`src/rtl/zcl_pkg.sv`:
```
// Shared constants and helpers for the zero-cross stereo limiter.
// Assumes level ratios are given in Q15 relative to a full scale of 32768,
// scaled to the configured sample width at elaboration time.
package zcl_pkg;

    typedef enum logic [1:0] {
        ZONE_THR  = 2'd0,
        ZONE_FS   = 2'd1,
        ZONE_FS6  = 2'd2,
        ZONE_FS12 = 2'd3
    } zone_e;

    localparam logic [17:0] RATIO_FS   = 18'd32768;
    localparam logic [17:0] RATIO_FS6  = 18'd65381;
    localparam logic [17:0] RATIO_FS12 = 18'd130452;

    // Detection level ratio for each select code
    function automatic logic [17:0] det_ratio(input logic [1:0] code);
        case (code)
            2'd0:    return 18'd24573;
            2'd1:    return 18'd20439;
            2'd2:    return 18'd16423;
            default: return 18'd12316;
        endcase
    endfunction

    // Recovery-band floor ratio for each select code
    function automatic logic [17:0] band_ratio(input logic [1:0] code);
        case (code)
            2'd0:    return 18'd20439;
            2'd1:    return 18'd16423;
            2'd2:    return 18'd12316;
            default: return 18'd8231;
        endcase
    endfunction

    // Scale a Q15 ratio to a magnitude for a full scale of 2^fs_exp
    function automatic logic [31:0] lvl_of(input logic [17:0] ratio, input int fs_exp);
        logic [63:0] t;
        t = (64'(ratio) << fs_exp) >> 15;
        return t[31:0];
    endfunction

    // Steps to add for a step mode and an overshoot zone
    function automatic logic [3:0] step_count(input logic [1:0] mode, input zone_e zone);
        case (mode)
            2'd0:    return 4'd1;
            2'd1:    return 4'd2;
            2'd2:    return (zone == ZONE_THR) ? 4'd2 : ((zone == ZONE_FS12) ? 4'd8 : 4'd4);
            default: return 4'(1 << zone);
        endcase
    endfunction

endpackage

```
`src/rtl/zcl_level_detect.sv`:
```
// Level classification for one stereo sample pair.
// Takes the peak magnitude of both channels and compares it against the
// detection level, the recovery-band floor and the full-scale overshoot
// bands. Purely combinational; assumes W+HR <= 31.
module zcl_level_detect #(
    parameter int W  = 16,
    parameter int HR = 3
) (
    input  logic [W+HR-1:0] smp_l,
    input  logic [W+HR-1:0] smp_r,
    input  logic [1:0]      det_sel,
    output logic            over_thr,
    output logic            over_fs,
    output zcl_pkg::zone_e  zone,
    output logic            in_band
);
    import zcl_pkg::*;

    localparam int IW = W + HR;

    logic [31:0] det_tab  [4];
    logic [31:0] band_tab [4];
    localparam logic [31:0] LV_FS   = lvl_of(RATIO_FS,   W - 1);
    localparam logic [31:0] LV_FS6  = lvl_of(RATIO_FS6,  W - 1);
    localparam logic [31:0] LV_FS12 = lvl_of(RATIO_FS12, W - 1);

    // Build the per-code level tables
    for (genvar g = 0; g < 4; g++) begin : g_lvl
        assign det_tab[g]  = lvl_of(det_ratio(2'(g)),  W - 1);
        assign band_tab[g] = lvl_of(band_ratio(2'(g)), W - 1);
    end

    logic [IW-1:0] mag_l, mag_r, peak;
    logic [31:0]   pk;

    // Magnitudes and peak of the pair
    always_comb begin
        mag_l = smp_l[IW-1] ? (~smp_l + 1'b1) : smp_l;
        mag_r = smp_r[IW-1] ? (~smp_r + 1'b1) : smp_r;
        peak  = (mag_l > mag_r) ? mag_l : mag_r;
        pk    = 32'(peak);
    end

    // Zone and threshold decisions
    always_comb begin
        over_thr = pk >= det_tab[det_sel];
        in_band  = (pk < det_tab[det_sel]) && (pk >= band_tab[det_sel]);
        over_fs  = pk >= LV_FS;
        if (pk >= LV_FS12)     zone = ZONE_FS12;
        else if (pk >= LV_FS6) zone = ZONE_FS6;
        else if (over_fs)      zone = ZONE_FS;
        else                   zone = ZONE_THR;
    end

endmodule

```
`src/rtl/zcl_atten_ctrl.sv`:
```
// Shared attenuation code, step selection, trigger decision and the
// zero-crossing timeout counter. Assumes the channel units apply load_now
// and pend_set with priority over their own timeout and zero-cross logic.
module zcl_atten_ctrl #(
    parameter int AW      = 8,
    parameter int TMO_MIN = 128
) (
    input  logic           clk,
    input  logic           rst_n,
    input  logic           smp_valid,
    input  logic           enable,
    input  logic           over_thr,
    input  logic           over_fs,
    input  zcl_pkg::zone_e zone,
    input  logic [1:0]     step_sel,
    input  logic [1:0]     tmo_sel,
    input  logic           zc_en,
    input  logic           fast_en,
    input  logic           any_pending,
    output logic [AW-1:0]  att,
    output logic [AW-1:0]  new_att,
    output logic           load_now,
    output logic           pend_set,
    output logic           timeout
);
    import zcl_pkg::*;

    localparam int             TMO_MAX = TMO_MIN * 8;
    localparam int             CW      = $clog2(TMO_MAX) + 1;
    localparam logic [AW-1:0]  ATT_MAX = {AW{1'b1}};

    logic [CW-1:0] cnt, cnt_inc, tmo_lim;
    logic [AW:0]   sum;
    logic [3:0]    step;
    logic          imm, fire;

    // Step size, saturating sum and the trigger decision
    always_comb begin
        imm      = !zc_en || (fast_en && over_fs);
        step     = zc_en ? step_count(step_sel, zone) : 4'd1;
        sum      = {1'b0, att} + (AW+1)'(step);
        new_att  = (sum > (AW+1)'(ATT_MAX)) ? ATT_MAX : sum[AW-1:0];
        fire     = smp_valid && enable && over_thr && (imm || !any_pending);
        load_now = fire && imm;
        pend_set = fire && !imm;
        tmo_lim  = CW'(TMO_MIN) << tmo_sel;
        cnt_inc  = cnt + 1'b1;
        timeout  = smp_valid && any_pending && (cnt_inc >= tmo_lim);
    end

    // Shared code register and sample counter since the last issue
    always_ff @(posedge clk) begin
        if (!rst_n) begin
            att <= '0;
            cnt <= '0;
        end else if (fire) begin
            att <= new_att;
            cnt <= '0;
        end else if (smp_valid && any_pending) begin
            cnt <= cnt_inc;
        end
    end

    assert_att_monotonic_R1: assert property (@(posedge clk) disable iff (!rst_n)
        att >= $past(att));
    assert_step_bound_R3: assert property (@(posedge clk) disable iff (!rst_n)
        (att - $past(att)) <= AW'(8));
    assert_single_step_R4: assert property (@(posedge clk) disable iff (!rst_n)
        (smp_valid && enable && over_thr && !zc_en) |=> ((att == ATT_MAX) || (att == $past(att) + 1'b1)));
    assert_hold_when_off_R9: assert property (@(posedge clk) disable iff (!rst_n)
        !enable |=> (att == $past(att)));
    assert_cnt_bound_R7: assert property (@(posedge clk) disable iff (!rst_n)
        cnt <= CW'(TMO_MAX));

endmodule

```
`src/rtl/zcl_chan.sv`:
```
// One channel's copy of the attenuation code. Tracks the previous sample
// for sign-change detection and holds a pending flag until the channel
// crosses zero or the shared timeout fires. Assumes load_now and pend_set
// are only raised on strobed samples.
module zcl_chan #(
    parameter int IW = 19,
    parameter int AW = 8
) (
    input  logic          clk,
    input  logic          rst_n,
    input  logic          smp_valid,
    input  logic [IW-1:0] sample,
    input  logic          load_now,
    input  logic          pend_set,
    input  logic [AW-1:0] load_val,
    input  logic [AW-1:0] shared_att,
    input  logic          timeout,
    output logic [AW-1:0] att_out,
    output logic          pending
);
    logic [IW-1:0] prev;
    logic          zc;

    // Zero crossing: exact zero or sign flip against the previous sample
    always_comb zc = (sample == '0) || (sample[IW-1] != prev[IW-1]);

    // Immediate load, pending set, or deferred pickup of the shared code
    always_ff @(posedge clk) begin
        if (!rst_n) begin
            prev    <= '0;
            att_out <= '0;
            pending <= 1'b0;
        end else if (smp_valid) begin
            prev <= sample;
            if (load_now) begin
                att_out <= load_val;
                pending <= 1'b0;
            end else if (pend_set) begin
                pending <= 1'b1;
            end else if (pending && (zc || timeout)) begin
                att_out <= shared_att;
                pending <= 1'b0;
            end
        end
    end

    assert_chan_le_shared_R6: assert property (@(posedge clk) disable iff (!rst_n)
        att_out <= shared_att);
    assert_chan_strobe_only_R11: assert property (@(posedge clk) disable iff (!rst_n)
        !smp_valid |=> $stable(att_out));
    assert_pend_holds_code_R8: assert property (@(posedge clk) disable iff (!rst_n)
        (pending && !smp_valid) |=> pending);

endmodule

```
`src/rtl/zc_stereo_limiter.sv`:
```
// Top of the zero-cross synchronized stereo limiter. Classifies each
// stereo sample, drives the shared attenuation code and the two
// per-channel codes, clips the samples to W bits and flags the
// recovery-counter reset band. Inputs are two's complement with HR
// headroom bits above the W-bit output range.
module zc_stereo_limiter #(
    parameter int W       = 16,
    parameter int HR      = 3,
    parameter int AW      = 8,
    parameter int TMO_MIN = 128
) (
    input  logic              clk,
    input  logic              rst_n,
    input  logic              in_valid,
    input  logic [W+HR-1:0]   in_left,
    input  logic [W+HR-1:0]   in_right,
    input  logic              lim_en,
    input  logic [1:0]        det_sel,
    input  logic [1:0]        step_sel,
    input  logic [1:0]        tmo_sel,
    input  logic              zc_gate_en,
    input  logic              fast_en,
    output logic              out_valid,
    output logic [W-1:0]      out_left,
    output logic [W-1:0]      out_right,
    output logic [AW-1:0]     att_shared,
    output logic [AW-1:0]     att_left,
    output logic [AW-1:0]     att_right,
    output logic              rcv_band
);
    localparam int IW = W + HR;

    logic           over_thr, over_fs, in_band;
    zcl_pkg::zone_e zone;
    logic [AW-1:0]  new_att;
    logic           load_now, pend_set, timeout;
    logic [1:0]     pend;
    logic [IW-1:0]  smp   [2];
    logic [AW-1:0]  catt  [2];
    logic [W-1:0]   clip  [2];

    assign smp[0] = in_left;
    assign smp[1] = in_right;

    zcl_level_detect #(.W(W), .HR(HR)) i_level (
        .smp_l    (in_left),
        .smp_r    (in_right),
        .det_sel  (det_sel),
        .over_thr (over_thr),
        .over_fs  (over_fs),
        .zone     (zone),
        .in_band  (in_band)
    );

    zcl_atten_ctrl #(.AW(AW), .TMO_MIN(TMO_MIN)) i_ctrl (
        .clk         (clk),
        .rst_n       (rst_n),
        .smp_valid   (in_valid),
        .enable      (lim_en),
        .over_thr    (over_thr),
        .over_fs     (over_fs),
        .zone        (zone),
        .step_sel    (step_sel),
        .tmo_sel     (tmo_sel),
        .zc_en       (zc_gate_en),
        .fast_en     (fast_en),
        .any_pending (|pend),
        .att         (att_shared),
        .new_att     (new_att),
        .load_now    (load_now),
        .pend_set    (pend_set),
        .timeout     (timeout)
    );

    for (genvar c = 0; c < 2; c++) begin : g_chan
        zcl_chan #(.IW(IW), .AW(AW)) i_chan (
            .clk        (clk),
            .rst_n      (rst_n),
            .smp_valid  (in_valid),
            .sample     (smp[c]),
            .load_now   (load_now),
            .pend_set   (pend_set),
            .load_val   (new_att),
            .shared_att (att_shared),
            .timeout    (timeout),
            .att_out    (catt[c]),
            .pending    (pend[c])
        );

        // Clip the widened sample to the W-bit range
        always_comb begin
            if (smp[c][IW-1:W-1] == {(HR+1){smp[c][IW-1]}})
                clip[c] = smp[c][W-1:0];
            else
                clip[c] = smp[c][IW-1] ? {1'b1, {(W-1){1'b0}}} : {1'b0, {(W-1){1'b1}}};
        end
    end

    assign att_left  = catt[0];
    assign att_right = catt[1];

    // Output sample, strobe and recovery-band flag registers
    always_ff @(posedge clk) begin
        if (!rst_n) begin
            out_valid <= 1'b0;
            out_left  <= '0;
            out_right <= '0;
            rcv_band  <= 1'b0;
        end else begin
            out_valid <= in_valid;
            if (in_valid) begin
                out_left  <= clip[0];
                out_right <= clip[1];
                rcv_band  <= in_band;
            end
        end
    end

    assert_band_no_trigger_R10: assert property (@(posedge clk) disable iff (!rst_n)
        ($past(in_valid) && rcv_band) |-> (att_shared == $past(att_shared)));
    assert_data_hold_R11: assert property (@(posedge clk) disable iff (!rst_n)
        !in_valid |=> ($stable(out_left) && $stable(out_right)));
    assert_left_le_shared_R5: assert property (@(posedge clk) disable iff (!rst_n)
        (att_left <= att_shared) && (att_right <= att_shared));

endmodule

```
`config.mk`:
```
export PLATFORM = sky130hd
export DESIGN_NAME = zc_stereo_limiter
export DESIGN_NICKNAME = d
export VERILOG_FILES = /design/src/rtl/zcl_pkg.sv /design/src/rtl/zcl_level_detect.sv /design/src/rtl/zcl_atten_ctrl.sv /design/src/rtl/zcl_chan.sv /design/src/rtl/zc_stereo_limiter.sv
export SDC_FILE = /design/constraint.sdc
export NUM_CORES = 1
export LEC_CHECK = 0
export BUFFER_PORTS_ARGS = -buffer_cell sky130_fd_sc_hd__buf_2
export CAP_MARGIN = 15
export CELL_PAD_IN_SITES_DETAIL_PLACEMENT = 1
export CELL_PAD_IN_SITES_GLOBAL_PLACEMENT = 2
export CORE_MARGIN = 2
export CORE_UTILIZATION = 30
export CTS_CLUSTER_SIZE = 20
export DETAILED_ROUTE_END_ITERATION = 10
export PLACE_DENSITY = 0.83
export SYNTH_ARGS = -nofsm -noshare
export SYNTH_HDL_FRONTEND = slang
export SYNTH_SLANG_ARGS = --single-unit
```
`constraint.sdc`:
```
create_clock -name clk -period 6.9 [get_ports clk]
set_input_delay 0.69 -clock clk [delete_from_list [all_inputs] [get_ports clk]]
set_output_delay 0.69 -clock clk [all_outputs]
set_load 0.02 [all_outputs]
```
## Word level (Yosys, flattened, before mapping)

Cells that the tools add are included.
Widths: inputs -> output; s select.

- Register bits: 109
- Bits of input ports: 50
- Output and inout bits: 58
- Logic and storage cells: 107

- Add/subtract/negate cells: 4
- Order comparisons: 10
- Equal/unequal tests: 8
- Shifts and indexed selects: 2
- Multiplexer cells: 33
- Bitwise operators: 4
- Reduce and logical (&&, ||, !) cells: 34

Operator list:

| operator | count |
|---|---|
| $bmux 32 s2 | 2 |
| $mux 32 | 4 |
| $ge 19x32->1 | 2 |
| $mux 16 | 4 |
| $mux 19 | 3 |
| $mux 8 | 7 |
| $add 19x1->19 const B | 2 |
| $ge 19x16->1 const B | 2 |
| $logic_not 19->1 | 2 |
| $not 19->19 | 2 |
| $lt 19x32->1 | 1 |
| $ge 19x17->1 const B | 1 |
| $gt 19x19->1 | 1 |
| $mux 4 | 3 |
| $pmux 4 s3 | 1 |
| $add 11x1->11 const B | 1 |
| $ge 11x11->1 | 1 |
| $logic_and 1x1->1 | 11 |
| $shl 8x2->11 const A | 1 |
| $add 8x4->9 | 1 |
| $gt 9x8->1 const B | 1 |
| $mux 1 | 7 |
| $eq 3x3->1 | 2 |
| $logic_or 1x1->1 | 6 |
| other kinds (16) | 27 |

## Depth between registers and ports, before layout

Gate-level depths: netlist (run 1).

- Depth after elaboration: 18
- Depth in mapped cells: 32
- Depth with buffers taken out: 30

## Cells and area by module

Synthesis (run 1) repeated with hierarchy kept, for this count alone.

- Cell total of the unflattened synthesis: 781
- Area, all modules: 6471.2 µm²

Modules (own cells, without submodules):

| module | instances | cells each | area an instance (µm²) | seq. area each (µm²) |
|---|---|---|---|---|
| zcl_level_detect | 1 | 342 | 2538.7 | 0.0 |
| zc_stereo_limiter | 1 | 153 | 1443.9 | 680.7 |
| zcl_atten_ctrl | 1 | 170 | 1390.1 | 380.4 |
| zcl_chan | 2 | 58 | 549.3 | 200.2 |

## Worst setup path before layout (run 1)

Ideal clock, no wire load.

- Kind: input to register
- Start: input port in_right[0]
- End: register g_chan[1].i_chan.att_out[2]
- Library setup time: 0.121 ns
- Data arrival time: 7.190 ns
- Required time: 6.779 ns
- Setup slack: -0.412 ns
- Stages: 30
- Path buffers: 2
- Cell sequence: inv_1 ha_1 or4b_4 or3_1 nor4_1 nand2_1 ha_1 nand4_1 nor4_1 o21ai_0 and4_1 clkbuf_1 clkbuf_1 o21ai_0 o21ai_0 or3b_2 o31ai_1 o221ai_1 ha_1 o21ai_0 o21ai_0 and2_1 fa_1 a21o_1 a21o_1 and3_1 and3_1 o21ai_0 or2_2 o21ai_0

- Longest elaborated chain between the ends: 18
- Elaborated cells on any way between the ends: 38
- Those cells by class: 2 x add/sub; 6 x order compare; 2 x eq/ne; 1 x shift; 11 x mux; 1 x bitwise; 15 x reduce/logical

Ends and longest elaborated chain:

| item | RTL line | source |
|---|---|---|
| start: declaration | zc_stereo_limiter.sv:16 | `input logic [W+HR-1:0] in_right,` |
| $not 19->19 | zcl_level_detect.sv:39 | `mag_r = smp_r[IW-1] ? (~smp_r + 1'b1) : smp_r;` |
| $add 19x1->19 | zcl_level_detect.sv:39 |  |
| $mux 19 | zcl_level_detect.sv:39 |  |
| $gt 19x19->1 | zcl_level_detect.sv:40 | `peak = (mag_l > mag_r) ? mag_l : mag_r;` |
| $mux 19 | zcl_level_detect.sv:40 |  |
| $ge 19x16->1 | zcl_level_detect.sv:48 | `over_fs = pk >= LV_FS;` |
| $mux 1 | zcl_level_detect.sv:51 | `else if (over_fs) zone = ZONE_FS;` |
| $mux 2 | zcl_level_detect.sv:50 | `else if (pk >= LV_FS6) zone = ZONE_FS6;` |
| $mux 2 | zcl_level_detect.sv:49 | `if (pk >= LV_FS12) zone = ZONE_FS12;` |
| $eq 2x2->1 | zcl_pkg.sv:49 | `2'd2: return (zone == ZONE_THR) ? 4'd2 : ((zone == ZONE_FS12) ? 4'd8 : 4'd4);` |
| $mux 4 (2 in series) | zcl_pkg.sv:49 |  |
| $pmux 4 s3 | zcl_pkg.sv:46 | `case (mode)` |
| $mux 4 | zcl_atten_ctrl.sv:40 | `step = zc_en ? step_count(step_sel, zone) : 4'd1;` |
| $add 8x4->9 | zcl_atten_ctrl.sv:41 | `sum = {1'b0, att} + (AW+1)'(step);` |
| $gt 9x8->1 | zcl_atten_ctrl.sv:42 | `new_att = (sum > (AW+1)'(ATT_MAX)) ? ATT_MAX : sum[AW-1:0];` |
| $mux 8 | zcl_atten_ctrl.sv:42 |  |
| $mux 8 | zcl_chan.sv:35 | `if (load_now) begin` |
| end signal: assignment | zcl_chan.sv:36 | `att_out <= load_val;` |
| end signal: assignment | zcl_chan.sv:41 | `att_out <= shared_att;` |
| end: declaration | zcl_chan.sv:18 | `output logic [AW-1:0] att_out,` |

Parallel ways exist; a longest one is shown, timed or not.
A chain may end at the register's enable or synchronous reset.

## Worst setup path in the final report (run 1)

- Start: input port in_left[2]
- End: register g_chan[1].i_chan.att_out[4]

- Longest elaborated chain between the ends: 18
- Elaborated cells on any way between the ends: 34
- Those cells by class: 2 x add/sub; 6 x order compare; 2 x eq/ne; 1 x shift; 11 x mux; 1 x bitwise; 11 x reduce/logical

Ends and longest elaborated chain:

| item | RTL line | source |
|---|---|---|
| start: declaration | zc_stereo_limiter.sv:15 | `input logic [W+HR-1:0] in_left,` |
| $not 19->19 | zcl_level_detect.sv:38 | `mag_l = smp_l[IW-1] ? (~smp_l + 1'b1) : smp_l;` |
| $add 19x1->19 | zcl_level_detect.sv:38 |  |
| $mux 19 (*) | zcl_level_detect.sv:38 |  |
| $gt 19x19->1 | zcl_level_detect.sv:40 |  |
| $mux 19 (*) | zcl_level_detect.sv:40 |  |
| $ge 19x16->1 | zcl_level_detect.sv:48 |  |
| $mux 1 | zcl_level_detect.sv:51 |  |
| $mux 2 | zcl_level_detect.sv:50 |  |
| $mux 2 | zcl_level_detect.sv:49 |  |
| $eq 2x2->1 | zcl_pkg.sv:49 |  |
| $mux 4 (2 in series) | zcl_pkg.sv:49 |  |
| $pmux 4 s3 | zcl_pkg.sv:46 |  |
| $mux 4 | zcl_atten_ctrl.sv:40 |  |
| $add 8x4->9 | zcl_atten_ctrl.sv:41 |  |
| $gt 9x8->1 | zcl_atten_ctrl.sv:42 |  |
| $mux 8 | zcl_atten_ctrl.sv:42 |  |
| $mux 8 | zcl_chan.sv:35 |  |

Every way passes the cells marked *; elsewhere a longest branch is shown, timed or not.

==> metrics, run 1 <==
status=finished, final reports clean; Die X-Extent=143.9 µm; CTS clk-pin slew, worst paths=0.06 ns; via count of the routed design=6186; Max clock buf depth=2; Final Util=41.45%; area of the multi-input gates=4514 µm²; Layout Skew=0.01228 ns; Tot Pwr=0.001549 W; Slew @ Worst Pin=1.084 ns; share of layout cells above drive strength 1=32.33%; Crit path required time=7.14 ns; Lkg Pwr=3.598 nW; global-route wire length before repair=32.31 mm; power per cell area=193.3 nW/µm²; Synth Instances=737; number of synthesized flops with an enable pin=0; relative slew slack=27.26%; average vias per placed instance=5.172; Synth Register Bits=73; Die Ht=143.9 µm; top post-synthesis cells by area=dfxtp_1 25%, ha_1 14%, a21oi_1 6.8%, o21ai_0 5.8%, nand2_1 4.7%; Sequential Area=1461 µm²; ANT nets after route=0; CTS tree=done; largest net degree at the start of global routing=52; initial drt markers=258; cell area after synthesis=5869 µm²; Arrival @ worst endpoint=6.95 ns; Yosys cell types=70; area share of the largest cell type after synthesis=24.90%; leading cell type by number of instances after synthesis=a21oi_1; Most used DFF post-synth=dfxtp_1; # rows=51; HPWL after detailed placement=15.61 mm; Core Area=19330 µm²; register area share after synthesis=24.90%; Crit. End Element=flip-flop; Final Cycle Share=97.22%; Pins Over Slew Limit=0; Setup Viol. Count Final=0; routability cong.=0.8544; pre-CTS setup slack=-0.5153 ns; # IOs=108; crit-path max FO=6; Worst Setup Start Kind=input pin; Post-synth ARST share=0%; DRT Pass-1 Iters=4; worst-skew pair later-pin latency=0.36 ns; wire per inst=17.07 µm; H-tree depth=3; area delta synth->final=36.56%; Syn Nets=854; Starting Density=30.36%; hold slack=0.4769 ns; post-synth top area cell=dfxtp_1; Syn. warnings=0; Final nets=1043; CTS buffer count=9; Die ar.=20700 µm²; Post-Route WL=20.41 mm; WS Path Type=input pin to flip-flop; type of the tightest min-delay check=flip-flop to flip-flop; gr usage total=19.66%; Final Critical Period=6.708 ns; clock root buffer=clkbuf_16; post-route setup slack=0.1917 ns; diode count=0; Commonest cells post-synth=80 x a21oi_1, 74 x nand2_1, 73 x dfxtp_1, 68 x o21ai_0, 66 x ha_1; DRC Markers=0; fmax=0.1491 GHz; clk sinks=73; Crit-path slowest cell=or4_4; Fill cells=2378; GR Overflow Total=0; post-route cell area=8015 µm²; count of final hold-check violations=0; initial antenna violation count=0; Worst path max stage delay=0.54 ns; peak supply drop=0.1247 mV; Post-Synthesis Mean Instance Area=7.964 µm²; placed inst area=7296 µm²; vias in the first global route=6293; number of I/O port buffers=107; max cap viols=0
[timing repair]
item	in CTS	in global routing
pin swaps	3	31
hold buffers	0	0
endpoints found under the setup margin	19	24
resized for setup	6	55
buffers inserted	1	13
hold endpoints to repair	0	0
[flip-flops by register name (all words and copies together) (netlist names)]
name,flops
i_ctrl.att,8
g_chan.i_chan.pending,2
out_valid,1
i_ctrl.cnt,11
out_right,16
g_chan.i_chan.prev,2
out_left,16
g_chan.i_chan.att_out,16
rcv_band,1
[placed cells by master (no fill, tap or decap), types with 4 or more instances in the layout]
| master | instances |
|---|---|
| nor3_2 | 4 |
| inv_1 | 26 |
| or3_1 | 8 |
| or2_2 | 9 |
| nor4_1 | 4 |
| nor4_2 | 4 |
| buf_2 | 107 |
| mux2i_1 | 25 |
| xnor2_1 | 22 |
| buf_4 | 97 |
| ha_1 | 62 |
| nand2_1 | 72 |
| a21oi_2 | 6 |
| o21ai_0 | 57 |
| o21a_1 | 4 |
| nand3_1 | 10 |
| xor2_1 | 24 |
| nor2_1 | 49 |
| and3_1 | 6 |
| nor2b_1 | 6 |
| o21ai_1 | 19 |
| a21o_1 | 13 |
| nor3_1 | 9 |
| clkbuf_16 | 9 |
| dfxtp_1 | 73 |
| a21oi_1 | 72 |
| o211ai_1 | 5 |
| o22ai_1 | 4 |
| or4_1 | 4 |
| o31ai_1 | 8 |
| o41ai_1 | 4 |
| nand2b_1 | 5 |
| o21ai_2 | 5 |
| nand4_1 | 12 |
[critical path: cells and delay by family]
family          cells  cell delay (ns)
mux                 1             0.27
xor+xnor            1             0.16
compound gates      8             1.23
simple gates       12             3.04
fa+ha+maj           4             1.04
buf+inv             3             0.51
[kinds of logic after synthesis]
logic type / Yosys count / share of synthesized area (%)
AOI/OAI and AO/OA: 235 / 25.18
and+or+nand+nor: 233 / 20.06
DFF: 73 / 24.90
adders and majority gates: 67 / 14.41
buffers and inverters: 55 / 3.837
xor gates and xnor gates: 47 / 7.013
muxes: 27 / 4.605
[metal layers]
metal	share of wire, %	track usage, %	routed length [µm]	vias to the layer above
li1	-	-	-	3079
met1	48	25.89	9695	2995
met2	47	32.06	9603	84
met3	2.7	3.699	558	28
met4	2.7	7.069	553	0
met5	0	0	0	-
[path summary, 6_finish.rpt]
| check | startpoint | end | slack (ns) | depth (start not counted) |
|---|---|---|---|---|
| hold / removal | out_left[15] | out_left[15] | 0.48 | 2 |
| setup / recovery | in_left[2] | g_chan[1].i_chan.att_out[4] | 0.19 | 29 |
| hold reg to reg | out_left[15] | out_left[15] | 0.48 | 2 |
| setup reg to reg | i_ctrl.cnt[2] | g_chan[1].i_chan.att_out[5] | 3.77 | 14 |
[cell type report]
class | instances | area share [%]
multi-input combinational | 609 | 56.32
sequential | 73 | 18.23
timing repair buffer | 207 | 16.30
tap | 265 | 4.137
clock buffer | 10 | 2.982
inverter | 26 | 1.218
clock inverter | 6 | 0.8117
[power by group]
part | switching [W] | internal, W
Clock | 0.000208 | 0.000291
Sequential | 0.0000128 | 0.000442
Combinational | 0.000339 | 0.000256
Total | 0.000560 | 0.000989
[through the flow]
step / cells / setup TNS, ns
final: 1196 / 0
after global routing: 1196 / -0.4329
after CTS: 1181 / 0
after detailed placement: 1164 / -9.522
after global placement: 1164 / -5.683
after floorplan: 737 / 0
No activity file was read; power rests on OpenSTA's default activity.
==> run 2: changes to the inputs <==
--- a/config.mk
+++ b/config.mk
@@ -10,10 +10,11 @@
 export CELL_PAD_IN_SITES_DETAIL_PLACEMENT = 1
 export CELL_PAD_IN_SITES_GLOBAL_PLACEMENT = 2
 export CORE_MARGIN = 2
-export CORE_UTILIZATION = 30
+export CORE_UTILIZATION = 31
 export CTS_CLUSTER_SIZE = 20
 export DETAILED_ROUTE_END_ITERATION = 10
 export PLACE_DENSITY = 0.83
 export SYNTH_ARGS = -nofsm -noshare
 export SYNTH_HDL_FRONTEND = slang
+export SYNTH_HIERARCHICAL = 1
 export SYNTH_SLANG_ARGS = --single-unit
==> run 2 against run 1 <==
  * Register-to-register slack better by 0.20 ns
  * Synthesized area is 10% higher
  * Worst setup slack gained 0.13 ns
  * Clock power shrank 5.0%
  * First-iteration DRC count up 40%
  * Maximum frequency grew 2.0%
  * Synthesized cell count increased by 6.0%
  * Hold slack gained 0.044 ns
  * Final area rose by 6.0%
  * Critical endpoint is now g_chan[0].i_chan/att_out[7]
  * Largest power group unchanged
  * Highest routed layer unchanged
==> metrics, run 2 <==
area delta synth->final=31.34%; commonest non-fill, non-tap cell in the layout=buf_4; type of the tightest min-delay check=flip-flop to flip-flop; gr usage total=20.46% (+0.80 points); max cap viols=0 (unchanged); # rows=52 (+2.0%); Tot Pwr=0.001611 W (+4.0%); Layout Skew=0.006791 ns (-0.005494 ns); diode count=0 (unchanged); register area share after synthesis=22.58% (-2.3 points); hold_buf cts=0 (unchanged); Commonest cells post-synth=73 x dfxtp_1, 66 x ha_1, 64 x a21oi_1, 64 x o21ai_0, 39 x nor2_1; Worst Setup Start Kind=input pin; Post-synth ARST share=0% (unchanged); area share of the largest cell type after synthesis=22.58% (-2.3 points); Worst path max stage delay=0.56 ns (+0.02 ns); CTS tree=done; Synth Area in Simple Gates=19.18% (-0.88 points); vias in the first global route=6869 (+9.2%); initial drt markers=361 (+40%); global-route wire length before repair=36.47 mm (+13%); CTS clk-pin slew, worst paths=0.06 ns (about the same); crit-path max FO=5 (-1); Final nets=1092 (+4.7%); Starting Density=31.78% (+1.4 points); initial antenna violation count=0 (unchanged); Net Sw Frac=36.25% (+0.099 points); Die X-Extent=148.5 µm (+3.2%); clk sinks=73 (unchanged); post-synthesis adder-cell area fraction=13.07% (-1.3 points); Syn Nets=898 (+5.2%); Max clock buf depth=2 (unchanged); H-tree depth=3 (unchanged); post-synth top area cell=dfxtp_1; Net Sw Power=0.0005838 W (+4.2%); Top Registers=g_chan.i_chan/att_out x16, out_left x16, out_right x16; Post-Synthesis Mean Instance Area=8.286 µm² (+4.0%); ANT nets after route=0 (unchanged); Final Cycle Share=95.29% (-1.9 points); Gate power share=41.6% (+3.2 points); GR Overflow Total=0 (unchanged); WS Path Type=input pin to flip-flop; worst-skew pair later-pin latency=0.34 ns (-0.02 ns); Synth Instances=781 (+6.0%); Arrival @ worst endpoint=6.79 ns (-0.16 ns); Die ar.=22050 µm² (+6.5%); # IOs=108 (unchanged); routability cong.=0.8838 (+3.4%); Crit path required time=7.12 ns (-0.02 ns); Yosys cell types=73 (+4.3%); top post-synthesis cells by area=dfxtp_1 23%, ha_1 13%, a21oi_1 4.9%, o21ai_0 4.9%, mux2i_1 4.6%; largest net degree at the start of global routing=61 (+17%); hold slack=0.5208 ns (+0.04392 ns); commonest non-fill, non-tap cells in the layout=110 x buf_4, 108 x buf_2, 73 x dfxtp_1; leading cell type by number of instances after synthesis=dfxtp_1; Final Critical Period=6.575 ns (-0.1334 ns); main combinational cell family by area after synthesis=compound AO/OA/AOI/OAI gates; Synth Area in XOR/XNOR=6.071% (-0.94 points); fmax=0.1521 GHz (+2.0%); Crit. End Element=flip-flop; share of layout cells above drive strength 1=33.88% (+1.5 points); internal power=0.001027 W (+3.8%); DRC Markers=0 (unchanged); number of synthesized flops with an enable pin=0 (unchanged); placed inst area=7955 µm² (+9.0%); CTS buffer count=9 (unchanged); Most used DFF post-synth=dfxtp_1; status=finished, final reports clean; Core Area=20360 µm² (+5.3%); mux share of post-synthesis cell area=5.201% (+0.60 points); Crit-path slowest cell=or4_4; complex-gate fraction of the synthesized area=28.27% (+3.1 points); peak supply drop=0.1171 mV (-6.2%); Pins Over Slew Limit=0 (unchanged); clock root buffer=clkbuf_16; via count of the routed design=6726 (+8.7%); count of final hold-check violations=0 (unchanged); power per cell area=189.5 nW/µm² (-2.0%); HPWL after detailed placement=17.79 mm (+14%); Synth Register Bits=73 (unchanged); Post-Route WL=22.91 mm (+12%); relative slew slack=32.01% (+4.7 points); number of I/O port buffers=107 (unchanged); wire per inst=18.32 µm (+7.4%); Setup Viol. Count Final=0 (unchanged); Die Ht=148.5 µm (+3.2%); post-route cell area=8499 µm² (+6.0%); Syn. warnings=6 (+6); average vias per placed instance=5.381 (+4.0%); part of the power in registers=29.0% (-0.4 points); Slew @ Worst Pin=1.020 ns (-0.06396 ns); Lkg Pwr=3.755 nW (+4.4%); clock share of power=29.4% (-2.8 points); cell area after synthesis=6471 µm² (+10%); DRT Pass-1 Iters=4 (unchanged)
## run 2: cell count changes after synthesis, sizes merged, moves of 9 or more
cell   before  now
buf         8   21
inv        26   35
nand2      76   31
nand3      10   21
nor2       50   39
o31ai      10   28
## run 2: stage by stage
stage / util [%] / setup WS (ns) / instances / TNS [ns]
floorplan: - / 0.03653 / 781 / 0
global placement: 39.06 / -0.1996 / 1228 / -0.9793
detailed placement: 39.06 / -0.2980 / 1228 / -3.012
CTS: 40.53 / 0.01784 / 1244 / 0
global route: 41.74 / -0.03924 / 1250 / -0.2171
finish: 41.74 / 0.3251 / 1250 / 0
## run 2: logic make-up after synthesis
| family | after synthesis |
|---|---|
| buffers and inverters | 73 |
| AOI/OAI and AO/OA | 280 |
| xor gates and xnor gates | 44 |
| muxes | 33 |
| adders and majority gates | 67 |
| DFF | 73 |
| and+or+nand+nor | 211 |
## run 2: critical path, delay by kind of cell
family	cells	cell delay [ns]
and+or+nand+nor	4	1.39
buffers and inverters	4	0.55
AOI/OAI and AO/OA	13	2.55
muxes	2	0.55
adders and majority gates	3	0.76
xor gates and xnor gates	1	0.27
## run 2: final timing paths
path	end	depth (start not counted)	from	slack (ns)
setup / recovery	g_chan[0].i_chan/att_out[7]	27	in_right[4]	0.33
hold / removal	rcv_band	2	rcv_band	0.52
setup reg to reg	g_chan[1].i_chan/att_out[5]	14	i_ctrl/cnt[0]	3.97
hold reg to reg	rcv_band	2	rcv_band	0.52
## run 2: metal layers
metal / up-vias / part of all wire (%) / global-route usage, %
met3: 24 / 4.8 / 3.558
met5: - / 0 / 0
met2: 161 / 45 / 33.59
li1: 3307 / - / -
met4: 0 / 1.7 / 4.571
met1: 3234 / 48 / 28.12
## run 2: timing repair
item,in CTS,in global routing
gates resized for setup,0,36
endpoints found under the setup margin,0,29
buffers inserted,0,5
## run 2: area by class of cell
cell class	count	area, µm²
fill	2463	11870
inverter	35	131.4
tap	270	337.8
sequential	73	1461
clock buffer	11	242.7
clock inverter	5	55.05
timing repair buffer	221	1409
multi-input combinational	635	4862
## run 2: power by group through the flow
stage          sequential, W  clock, W  combinational, W
2_1_floorplan       0.000501         0          0.000343
3_3_place_gp        0.000476         0          0.000611
3_5_place_dp        0.000476         0          0.000626
4_1_cts             0.000467  0.000483          0.000632
5_1_grt             0.000470  0.000501          0.000737
6_report            0.000467  0.000474          0.000670
==> run 3: changes to the inputs <==
--- a/config.mk
+++ b/config.mk
@@ -13,6 +13,7 @@
 export CORE_UTILIZATION = 31
 export CTS_CLUSTER_SIZE = 20
 export DETAILED_ROUTE_END_ITERATION = 10
+export MAX_ROUTING_LAYER = met4
 export PLACE_DENSITY = 0.83
 export SYNTH_ARGS = -nofsm -noshare
 export SYNTH_HDL_FRONTEND = slang
==> run 3 against run 2 <==
  * Critical path depth grew 2
  * Combinational power is 2% lower
  * Maximum frequency hardly changed
  * Critical endpoint is now g_chan[0].i_chan/att_out[5]
  * Final area down 0.66%
  * Largest power group unchanged
  * Utilization fell by 0.28 points
==> metrics, run 3 (same netlist as run 2, synthesis figures left out) <==
Final Util=41.46% (-0.28 points); Die Ht=148.5 µm (unchanged); DRT Pass-1 Iters=4 (unchanged); routability cong.=0.8687 (-1.7%); vias in the first global route=6873 (+0.058%); RR Startpoint=i_ctrl/cnt[0]; Hold Path Stages=2 (unchanged); Slew @ Worst Pin=1.018 ns (-0.001390 ns); peak supply drop=0.1089 mV (-7.0%); Final Cycle Share=95.28% (about the same); initial antenna violation count=0 (unchanged); relative slew slack=32.11% (+0.093 points); area of the multi-input gates=4833 µm² (-0.59%); gr usage total=21.18% (+0.72 points); GR Layer Usage met1=28.92% (+0.80 points); WS Path Type=input pin to flip-flop; met3 global-route usage=3.650% (+0.092 points); # placed instances=1220 (-0.65%); max cap viols=0 (unchanged); status=finished, final reports clean; clock share of power=31.2% (+1.8 points); Crit-path slowest cell=or4_4; CTS clk-pin slew, worst paths=0.06 ns (about the same); Starting Density=31.78% (unchanged); Lkg Pwr=3.723 nW (-0.85%); part of the power in registers=28.6% (-0.4 points); busiest layer in global routing=met2; via count of the routed design=6737 (+0.16%); GR Overflow Total=0 (unchanged); Worst path max stage delay=0.55 ns (about the same); average vias per placed instance=5.416 (+0.65%); Fill cells=2448 (-0.61%); Crit path required time=7.12 ns (about the same); worst path bufs/invs=6 (+2); fmax=0.1521 GHz (about the same); diode count=0 (unchanged); Die X-Extent=148.5 µm (unchanged); Gate power share=40.2% (-1.4 points); Die ar.=22050 µm² (unchanged); clock root buffer=clkbuf_16; commonest non-fill, non-tap cell in the layout=buf_2; global-route wire length before repair=36.51 mm (+0.11%); Final nets=1086 (-0.55%); Setup Viol. Count Final=0 (unchanged); initial drt markers=346 (-4.2%); post-route cell area=8443 µm² (-0.66%); Fin Setup TNS=0 ns (unchanged); worst-skew pair later-pin latency=0.34 ns (about the same); Sequential Area=1461 µm² (unchanged); Top Registers=g_chan.i_chan/att_out x16, out_left x16, out_right x16; DRC Markers=0 (unchanged); R2R cell count=14 (unchanged); critical path's top delay family=compound AO/OA/AOI/OAI gates; R2R Path End=g_chan[1].i_chan/att_out[1]; # IOs=108 (unchanged); HPWL after detailed placement=17.72 mm (-0.40%); Post-Route WL=22.86 mm (-0.18%); Core Area=20360 µm² (unchanged); H-tree depth=3 (unchanged); Net Sw Power=0.0005843 W (about the same); ANT nets after route=0 (unchanged); Max clock buf depth=2 (unchanged); Arrival @ worst endpoint=6.79 ns (about the same); count of final hold-check violations=0 (unchanged); Crit. End Element=flip-flop; CTS tree=done; Final Critical Period=6.574 ns (-0.0007000 ns); Worst R2R Setup Slack=3.97 ns (about the same); hold_sp=i_ctrl/cnt[1]; clk sinks=73 (unchanged); # rows=52 (unchanged); area delta synth->final=30.47%; Pins Over Slew Limit=0 (unchanged); placed inst area=7895 µm² (-0.75%); commonest non-fill, non-tap cells in the layout=108 x buf_2, 105 x buf_4, 73 x dfxtp_1; Worst Setup Start Kind=input pin; number of I/O port buffers=107 (unchanged); Net Sw Frac=35.78% (-0.47 points); Hold Crit Endpoint=i_ctrl/cnt[1]; final non-filler cell total=1244 (-0.48%); CTS buffer count=9 (unchanged); Layout Skew=0.006638 ns (-0.0001529 ns); share of layout cells above drive strength 1=33.16% (-0.72 points); GR Layer Usage met2=33.03% (-0.56 points); type of the tightest min-delay check=flip-flop to flip-flop; crit-path max FO=5 (unchanged); wire per inst=18.38 µm (+0.30%); internal power=0.001049 W (+2.1%); power per cell area=193.4 nW/µm² (+2.1%); largest net degree at the start of global routing=61 (unchanged)
==> run 3: changes by cell type in the layout (fill, tap and decap cells not counted), sizes merged <==
| cell | change |
|---|---|
| buf | -6 |
| inv | +1 |
| clkbuf | -2 |
| bufinv | +1 |
==> run 3: worst min-delay path, delay by kind of cell, from the launching register on <==
kind             cells  cell delay (ns)
AND/OR/NAND/NOR      1             0.07
AO/OA/AOI/OAI        1             0.06
flip-flops           1             0.35
==> run 3: power groups by stage <==
| stage | combinational (W) | clock, W | sequential (W) |
|---|---|---|---|
| 6_report | 0.000657 | 0.000509 | 0.000467 |
| 4_1_cts | 0.000625 | 0.000516 | 0.000467 |
| 2_1_floorplan | 0.000343 | 0 | 0.000501 |
| 3_3_place_gp | 0.000606 | 0 | 0.000476 |
| 5_1_grt | 0.000726 | 0.000538 | 0.000470 |
| 3_5_place_dp | 0.000619 | 0 | 0.000475 |
==> run 3: layout make-up <==
class | instances | area share (%)
multi-input combinational | 635 | 57.25
timing repair buffer | 215 | 16.11
tap | 270 | 4.001
sequential | 73 | 17.31
inverter | 35 | 1.556
clock buffer | 9 | 2.667
clock inverter | 7 | 1.111
==> run 3: what timing repair did <==
item / in CTS / in global routing
gates resized for setup: 2 / 28
pin swaps: 0 / 10
setup endpoints to repair: 3 / 35
gates cloned: 0 / 1
hold buffers: 0 / 0
setup buffers: 0 / 7
==> run 3: metal layers <==
metal	vias up	routed length [µm]
met5	-	0
met4	0	354
met3	25	1107
met2	160	10320
met1	3253	11080
li1	3299	-
==> run 3: worst max path at each step <==
stage | end | start | slack [ns] | cells after the start
6_report | g_chan[0].i_chan/att_out[5] | in_left[10] | 0.33 | 29
5_1_grt | g_chan[0].i_chan/att_out[6] | in_left[10] | -0.03 | 28
4_1_cts | g_chan[0].i_chan/att_out[5] | in_left[0] | 0.02 | 30
3_5_place_dp | g_chan[0].i_chan/att_out[7] | in_left[0] | -0.34 | 29
3_3_place_gp | g_chan[0].i_chan/att_out[5] | in_left[0] | -0.27 | 30
2_1_floorplan | g_chan[0].i_chan/att_out[7] | in_right[2] | 0.04 | 27
==> run 3: stage by stage <==
step | hold WS (ns) | power [W] | worst slack, ns
CTS | 0.5227 | 0.001608 | 0.01683
global placement | 0.4957 | 0.001082 | -0.2665
detailed placement | 0.5048 | 0.001094 | -0.3443
finish | 0.5253 | 0.001633 | 0.3258
global route | 0.5443 | 0.001734 | -0.02669
floorplan | 0.4771 | 0.0008443 | 0.03653
